`src/rtl/chan_fifo_pkg.sv`:
```
package chan_fifo_pkg;

    localparam int STAT_W     = 4;
    localparam int ST_TXRDY   = 0;
    localparam int ST_RXRDY   = 1;
    localparam int ST_RXOVR   = 2;
    localparam int ST_TXEMPTY = 3;

    typedef enum logic [1:0] {
        OCC_EMPTY,
        OCC_PART,
        OCC_FULL
    } occ_state_e;

    typedef enum logic {
        OVR_IDLE,
        OVR_LATCHED
    } ovr_state_e;

endpackage

```
`src/rtl/chan_fifo_buf.sv`:
```
module chan_fifo_buf
    import chan_fifo_pkg::*;
#(
    parameter  int DEPTH = 8,
    parameter  int DW    = 8,
    localparam int AW    = $clog2(DEPTH),
    localparam int CW    = $clog2(DEPTH + 1)
) (
    input  logic          clk,
    input  logic          rst_n,
    input  logic          push,
    input  logic [DW-1:0] wdata,
    input  logic          pop,
    output logic [DW-1:0] rdata,
    output logic [CW-1:0] count,
    output occ_state_e    occ
);

    logic [DW-1:0] mem [DEPTH];
    logic [AW-1:0] wr_ptr;
    logic [AW-1:0] rd_ptr;
    logic [CW-1:0] cnt_q;
    logic [CW-1:0] cnt_d;
    occ_state_e    st_q;
    occ_state_e    st_d;
    logic          pop_ok;
    logic          push_ok;

    // a pop needs data present; a push needs space or a same-cycle pop
    assign pop_ok  = pop && (st_q != OCC_EMPTY);
    assign push_ok = push && ((st_q != OCC_FULL) || pop_ok);

    always_comb begin
        cnt_d = cnt_q;
        if (push_ok && !pop_ok) begin
            cnt_d = cnt_q + 1'b1;
        end else if (pop_ok && !push_ok) begin
            cnt_d = cnt_q - 1'b1;
        end
    end

    always_comb begin
        st_d = st_q;
        unique case (st_q)
            OCC_EMPTY: st_d = push_ok ? OCC_PART : OCC_EMPTY;
            OCC_PART: begin
                if (cnt_d == '0) begin
                    st_d = OCC_EMPTY;
                end else if (cnt_d == CW'(DEPTH)) begin
                    st_d = OCC_FULL;
                end else begin
                    st_d = OCC_PART;
                end
            end
            OCC_FULL:  st_d = (pop_ok && !push_ok) ? OCC_PART : OCC_FULL;
            default:   st_d = OCC_EMPTY;
        endcase
    end

    always_ff @(posedge clk or negedge rst_n) begin
        if (!rst_n) begin
            st_q   <= OCC_EMPTY;
            cnt_q  <= '0;
            wr_ptr <= '0;
            rd_ptr <= '0;
        end else begin
            st_q  <= st_d;
            cnt_q <= cnt_d;
            if (push_ok) begin
                wr_ptr <= wr_ptr + 1'b1;
            end
            if (pop_ok) begin
                rd_ptr <= rd_ptr + 1'b1;
            end
        end
    end

    always_ff @(posedge clk) begin
        if (push_ok) begin
            mem[wr_ptr] <= wdata;
        end
    end

    always_comb begin
        occ   = st_q;
        count = cnt_q;
        rdata = mem[rd_ptr];
    end

endmodule

```
`src/rtl/chan_fifo_thresh.sv`:
```
module chan_fifo_thresh #(
    parameter  int DEPTH = 8,
    localparam int CW    = $clog2(DEPTH + 1)
) (
    input  logic [1:0]    rx_code,
    input  logic [1:0]    tx_code,
    input  logic [CW-1:0] rx_cnt,
    input  logic [CW-1:0] tx_cnt,
    output logic          rx_ready,
    output logic          tx_ready
);

    logic [CW-1:0] rx_need;
    logic [CW-1:0] tx_need;
    logic [CW-1:0] tx_free;

    generate
        if (DEPTH == 16) begin : g_d16
            always_comb begin
                unique case (rx_code)
                    2'b00:   rx_need = CW'(1);
                    2'b01:   rx_need = CW'(6);
                    2'b10:   rx_need = CW'(12);
                    default: rx_need = CW'(16);
                endcase
                unique case (tx_code)
                    2'b00:   tx_need = CW'(16);
                    2'b01:   tx_need = CW'(6);
                    2'b10:   tx_need = CW'(12);
                    default: tx_need = CW'(1);
                endcase
            end
        end else begin : g_d8
            always_comb begin
                unique case (rx_code)
                    2'b00:   rx_need = CW'(1);
                    2'b01:   rx_need = CW'(3);
                    2'b10:   rx_need = CW'(6);
                    default: rx_need = CW'(8);
                endcase
                unique case (tx_code)
                    2'b00:   tx_need = CW'(8);
                    2'b01:   tx_need = CW'(4);
                    2'b10:   tx_need = CW'(6);
                    default: tx_need = CW'(1);
                endcase
            end
        end
    endgenerate

    assign tx_free  = CW'(DEPTH) - tx_cnt;
    assign rx_ready = (rx_cnt >= rx_need);
    assign tx_ready = (tx_free >= tx_need);

endmodule

```
`src/rtl/chan_fifo_stat.sv`:
```
module chan_fifo_stat
    import chan_fifo_pkg::*;
(
    input  logic              clk,
    input  logic              rst_n,
    input  logic              ovr_evt,
    input  logic              ovr_clr,
    input  logic              mask_we,
    input  logic [STAT_W-1:0] mask_wdata,
    input  logic              rx_ready,
    input  logic              tx_ready,
    input  logic              tx_empty,
    output logic [STAT_W-1:0] stat_raw,
    output logic [STAT_W-1:0] stat_masked,
    output logic              irq
);

    ovr_state_e        ovr_q;
    ovr_state_e        ovr_d;
    logic [STAT_W-1:0] mask_q;

    always_comb begin
        ovr_d = ovr_q;
        unique case (ovr_q)
            OVR_IDLE:    ovr_d = ovr_evt ? OVR_LATCHED : OVR_IDLE;
            OVR_LATCHED: ovr_d = (ovr_clr && !ovr_evt) ? OVR_IDLE : OVR_LATCHED;
            default:     ovr_d = OVR_IDLE;
        endcase
    end

    always_ff @(posedge clk or negedge rst_n) begin
        if (!rst_n) begin
            ovr_q  <= OVR_IDLE;
            mask_q <= '0;
        end else begin
            ovr_q <= ovr_d;
            if (mask_we) begin
                mask_q <= mask_wdata;
            end
        end
    end

    always_comb begin
        stat_raw             = '0;
        stat_raw[ST_TXRDY]   = tx_ready;
        stat_raw[ST_RXRDY]   = rx_ready;
        stat_raw[ST_RXOVR]   = (ovr_q == OVR_LATCHED);
        stat_raw[ST_TXEMPTY] = tx_empty;
        stat_masked          = stat_raw & mask_q;
        irq                  = |stat_masked;
    end

endmodule

```
`src/rtl/chan_fifo_irq.sv`:
```
module chan_fifo_irq
    import chan_fifo_pkg::*;
#(
    parameter  int DEPTH = 8,
    parameter  int DW    = 8,
    localparam int CW    = $clog2(DEPTH + 1)
) (
    input  logic              clk,
    input  logic              rst_n,
    input  logic              rx_push,
    input  logic [DW-1:0]     rx_wdata,
    input  logic              rx_pop,
    output logic [DW-1:0]     rx_rdata,
    input  logic              tx_push,
    input  logic [DW-1:0]     tx_wdata,
    input  logic              tx_pop,
    output logic [DW-1:0]     tx_rdata,
    input  logic              rx_lvl_hi,
    input  logic              rx_lvl_lo,
    input  logic [1:0]        tx_lvl,
    input  logic              mask_we,
    input  logic [STAT_W-1:0] mask_wdata,
    input  logic              ovr_clr,
    output logic [STAT_W-1:0] stat_raw,
    output logic [STAT_W-1:0] stat_masked,
    output logic              irq
);

    logic [CW-1:0] rx_cnt;
    logic [CW-1:0] tx_cnt;
    occ_state_e    rx_occ;
    occ_state_e    tx_occ;
    logic          rx_ready;
    logic          tx_ready;
    logic          ovr_evt;

    chan_fifo_buf #(.DEPTH(DEPTH), .DW(DW)) u_rx_fifo (
        .clk   (clk),
        .rst_n (rst_n),
        .push  (rx_push),
        .wdata (rx_wdata),
        .pop   (rx_pop),
        .rdata (rx_rdata),
        .count (rx_cnt),
        .occ   (rx_occ)
    );

    chan_fifo_buf #(.DEPTH(DEPTH), .DW(DW)) u_tx_fifo (
        .clk   (clk),
        .rst_n (rst_n),
        .push  (tx_push),
        .wdata (tx_wdata),
        .pop   (tx_pop),
        .rdata (tx_rdata),
        .count (tx_cnt),
        .occ   (tx_occ)
    );

    chan_fifo_thresh #(.DEPTH(DEPTH)) u_thresh (
        .rx_code  ({rx_lvl_hi, rx_lvl_lo}),
        .tx_code  (tx_lvl),
        .rx_cnt   (rx_cnt),
        .tx_cnt   (tx_cnt),
        .rx_ready (rx_ready),
        .tx_ready (tx_ready)
    );

    // a push is dropped only when full and no pop frees a slot
    assign ovr_evt = rx_push && !rx_pop && (rx_occ == OCC_FULL);

    chan_fifo_stat u_stat (
        .clk         (clk),
        .rst_n       (rst_n),
        .ovr_evt     (ovr_evt),
        .ovr_clr     (ovr_clr),
        .mask_we     (mask_we),
        .mask_wdata  (mask_wdata),
        .rx_ready    (rx_ready),
        .tx_ready    (tx_ready),
        .tx_empty    (tx_occ == OCC_EMPTY),
        .stat_raw    (stat_raw),
        .stat_masked (stat_masked),
        .irq         (irq)
    );

endmodule

```
`config.mk`:
```
export PLATFORM = sky130hd
export DESIGN_NAME = chan_fifo_irq
export DESIGN_NICKNAME = d
export VERILOG_FILES = /design/src/rtl/chan_fifo_pkg.sv /design/src/rtl/chan_fifo_buf.sv /design/src/rtl/chan_fifo_thresh.sv /design/src/rtl/chan_fifo_stat.sv /design/src/rtl/chan_fifo_irq.sv
export SDC_FILE = /design/constraint.sdc
export NUM_CORES = 1
export LEC_CHECK = 0
export BUFFER_PORTS_ARGS = -buffer_cell sky130_fd_sc_hd__buf_4
export CAP_MARGIN = 10
export CORE_ASPECT_RATIO = 1.2
export CORE_MARGIN = 4
export CORE_UTILIZATION = 50
export DETAILED_ROUTE_END_ITERATION = 7
export MAX_ROUTING_LAYER = met4
export PLACE_DENSITY = 0.72
export SETUP_SLACK_MARGIN = 0.02
export SLEW_MARGIN = 20
export SYNTH_ARGS = -nofsm -noshare
export SYNTH_HDL_FRONTEND = slang
export SYNTH_SLANG_ARGS = --single-unit
```
`constraint.sdc`:
```
create_clock -name clk -period 2.7 [get_ports clk]
set_input_delay 0.27 -clock clk [delete_from_list [all_inputs] [get_ports clk]]
set_output_delay 0.27 -clock clk [all_outputs]
set_load 0.05 [all_outputs]
```
==> run_results.csv <==
group,metric,value,unit
outcome,status,"finished, violations left",
outcome,violations,"negative setup slack",
synthesis,synth_seq_cells,157,
placement,place_ws,5.37,ps
clock_network,worstSkewPairLatency,420,ps
cells_and_area,final_cell_mix,"edfxtp_1, buf_4, mux4_2, nor2_1, dfrtp_1",
clock_network,clockBufferDepth,2,
setup_path,path_max_fanout,2,
global_routing,grt_overflow,0,
clock_network,clock_sinks,157,
global_routing,antenna_found_initial,0,
global_routing,track_usage,17.4,%
placement,gp_congestion,0.829,
global_routing,grt_pass1_wl,19900,um
setup_path,rrSetupSlack,480,ps
global_routing,grt_max_degree,30,
clock_network,clock-root-buffer,"clkbuf_16",
clock_network,cts_tree,"yes",
synthesis,synth_cell_types,47,
die,initial_core_util,51.5,%
cells_and_area,final_nets,554,
setup_path,r2r-start,"u_rx_fifo.count[0]",
timing,finalSetupTns,-39.2,ps
die,core-area,13300,sq um
die,io_pins,57,
setup_path,r2r-end,"u_rx_fifo.occ[1]",
cells_and_area,diodes,0,
cells_and_area,post-route-util,62.2,%
detailed_routing,viasPerCell,5.48,
cells_and_area,drive_above_1_share,37.7,%
timing,maxSlewViolCount,0,
power,p_leak,3.10,nW
detailed_routing,firstDrtPassIters,5,
timing,hold_viol_final,0,
detailed_routing,vias,3725,
setup_path,path_cells,"inv_2 -> ha_4 -> ha_4 -> a21o_1 -> a21o_1 -> a21oi_2 -> nor2b_2 -> or4_4 -> buf_8",
placement,dp_hpwl,8230,um
setup_path,crit_path_start_kind,"flip-flop",
clock_network,clk_pin_slew,70,ps
worst_hold_path,hold_start,"ovr_clr",
synthesis,yosys_warnings,0,
timing,rsz0062_at_grt,"yes",
detailed_routing,wl_per_cell,18.3,um
synthesis,yosysSeqAreaShare,66.8,%
setup_path,crit_family,"simple AND/OR/NAND/NOR gates",
power,ir_worst_vdd,719,uV
detailed_routing,drtAntennaViolNets,0,
power,p_per_area,1190,nW/um^2
setup_path,cp.required,2430,ps
synthesis,netlist_area,6840,sq um
timing,worstMarginPinSlew,840,ps
setup_path,crit_arrival,2470,ps
timing,whs,46.3,ps
clock_network,htree_num_levels,4,
worst_hold_path,hold_path_depth,2,
setup_path,crit_buf_inv,2,
timing,fin_crit_sh,101,%
die,die_w,115,um
setup_path,rr_worst_depth,8,
cells_and_area,final_common_cell,"edfxtp_1",
setup_path,end_kind,"output pin",
setup_path,critPathSlowestCell,"or4_4",
setup_path,max_stage_delay,420,ps
timing,finalSetupViolations,1,
timing,fin_crit,2740,ps
die,dieArea,15600,sq um
timing,max-slew-margin-rel,44.0,%
detailed_routing,wl,12500,um
job,cap_viol_max_count,0,
cells_and_area,areaGrowthSynthToFinish,20.8,%
global_routing,grt_pass1_vias,3929,
timing,postLayoutSetupSlackWorst,-39.2,ps
timing,clock.fmax,365,MHz
synthesis,postSynthNetCount,467,
timing,fin_skew,12.1,ps
detailed_routing,first_iter_violations,185,
clock_network,cts_buffers,17,
synthesis,synth.avg_cell_area,16.6,sq um
worst_hold_path,hold_path.class,"in2reg",
die,rows,46,
placement,io_buffer_count,56,
die,die_h,136,um
setup_path,worst-setup-path-type,"reg2out",
worst_hold_path,min_delay_worst_endpoint,"u_stat.ovr_q",
synthesis,syn_inst,412,
detailed_routing,remaining_drc_errors,0,
==> cell type report <==
cell class	instances	area, sq um
clock buffers	18	429
clock inverters	14	134
fillers	977	5030
inverters	25	93.8
multi-input cells	210	2160
flip-flops and latches	157	4570
well taps	168	210
repair buffers	88	674
==> where the power goes <==
part           total, mW  leakage [nW]  switching (mW)  internal, mW
logic               4.04          1.33            2.23          1.81
registers           3.55          1.50           0.440          3.11
clock network       2.25         0.268           0.966          1.29
total               9.84          3.10            3.63          6.20
==> cells in the mapped netlist, drive strengths merged <==
| library cell | instances | area [sq um] |
|---|---|---|
| a211oi | 1 | 7.51 |
| a21o | 5 | 37.5 |
| a21oi | 6 | 30.0 |
| a311oi | 1 | 8.76 |
| a31o | 1 | 8.76 |
| a31oi | 1 | 6.26 |
| a32o | 1 | 10.0 |
| a32oi | 1 | 8.76 |
| and2 | 3 | 18.8 |
| and3 | 1 | 6.26 |
| and4 | 1 | 8.76 |
| buf | 14 | 86.3 |
| clkbuf | 6 | 23.8 |
| dfrtp | 29 | 726 |
| edfxtp | 128 | 3840 |
| ha | 23 | 288 |
| inv | 25 | 93.8 |
| mux2 | 24 | 270 |
| mux2i | 2 | 20.0 |
| mux4 | 32 | 721 |
| nand2 | 14 | 52.6 |
| nand2b | 9 | 56.3 |
| nand3 | 4 | 20.0 |
| nand4 | 1 | 6.26 |
| nor2 | 29 | 109 |
| nor2b | 5 | 31.3 |
| nor3 | 7 | 35.0 |
| nor3b | 1 | 7.51 |
| o2111ai | 1 | 8.76 |
| o211ai | 3 | 27.5 |
| o21a | 2 | 15.0 |
| o21ai | 6 | 37.5 |
| o2bb2ai | 2 | 17.5 |
| o311ai | 1 | 8.76 |
| o32ai | 1 | 8.76 |
| or2 | 1 | 6.26 |
| or3 | 1 | 6.26 |
| or4 | 2 | 15.0 |
| xnor2 | 11 | 96.3 |
| xor2 | 6 | 52.6 |
==> cell families after synthesis <==
family / Yosys count / share of synthesized area, %
adder cells (fa/ha/maj): 23 / 4.21
AO/OA/AOI/OAI: 33 / 3.53
multiplexers: 58 / 14.8
AND/OR/NAND/NOR: 79 / 5.54
buffers and inverters: 45 / 2.98
flip-flops: 157 / 66.8
XOR/XNOR: 17 / 2.18
==> per-layer routing <==
layer  wire length (um)  vias to the layer above  global-route usage, %
met3                473                       12                   3.96
met1               4940                     1894                   20.1
met4                126                        0                   5.61
met5                  0                        -                      -
met2               6920                       84                   30.3
li1                   -                     1735                      -
==> registers in the layout, indices dropped and copies added, names as in the netlist <==
name	count
u_rx_fifo.count	4
u_rx_fifo.mem	64
u_rx_fifo.occ	2
u_rx_fifo.rd_ptr	3
u_rx_fifo.wr_ptr	3
u_stat.mask_q	4
u_stat.ovr_q	1
u_tx_fifo.count	4
u_tx_fifo.mem	64
u_tx_fifo.occ	2
u_tx_fifo.rd_ptr	3
u_tx_fifo.wr_ptr	3
==> worst max-delay path by stage <==
stage	endpoint	slack, ps	from	cells past startpoint
after floorplan	irq	40	rx_lvl_hi	11
after global placement	irq	60	rx_lvl_hi	13
after detailed placement	irq	5	rx_lvl_hi	13
after CTS	irq	-50	u_tx_fifo.count[1]	9
after global routing	irq	-110	u_tx_fifo.count[0]	9
final	irq	-40	u_tx_fifo.count[0]	9
==> metrics by stage <==
step           area (sq um)  instances  power (mW)
6_report               8270        680        9.84
5_1_grt                8270        680        10.4
4_1_cts                8220        678        9.85
3_5_place_dp           7550        640        7.40
3_3_place_gp           7550        640        7.30
2_1_floorplan          6850        412        6.36
==> timing repair <==
item,in CTS,in global routing
endpoints found under the hold margin,29,0
hold buffers,1,0
resized for setup,12,4
setup buffers,5,2
setup endpoints to repair,1,1
pin swaps,5,5
No activity file was read; power rests on OpenSTA's default activity.
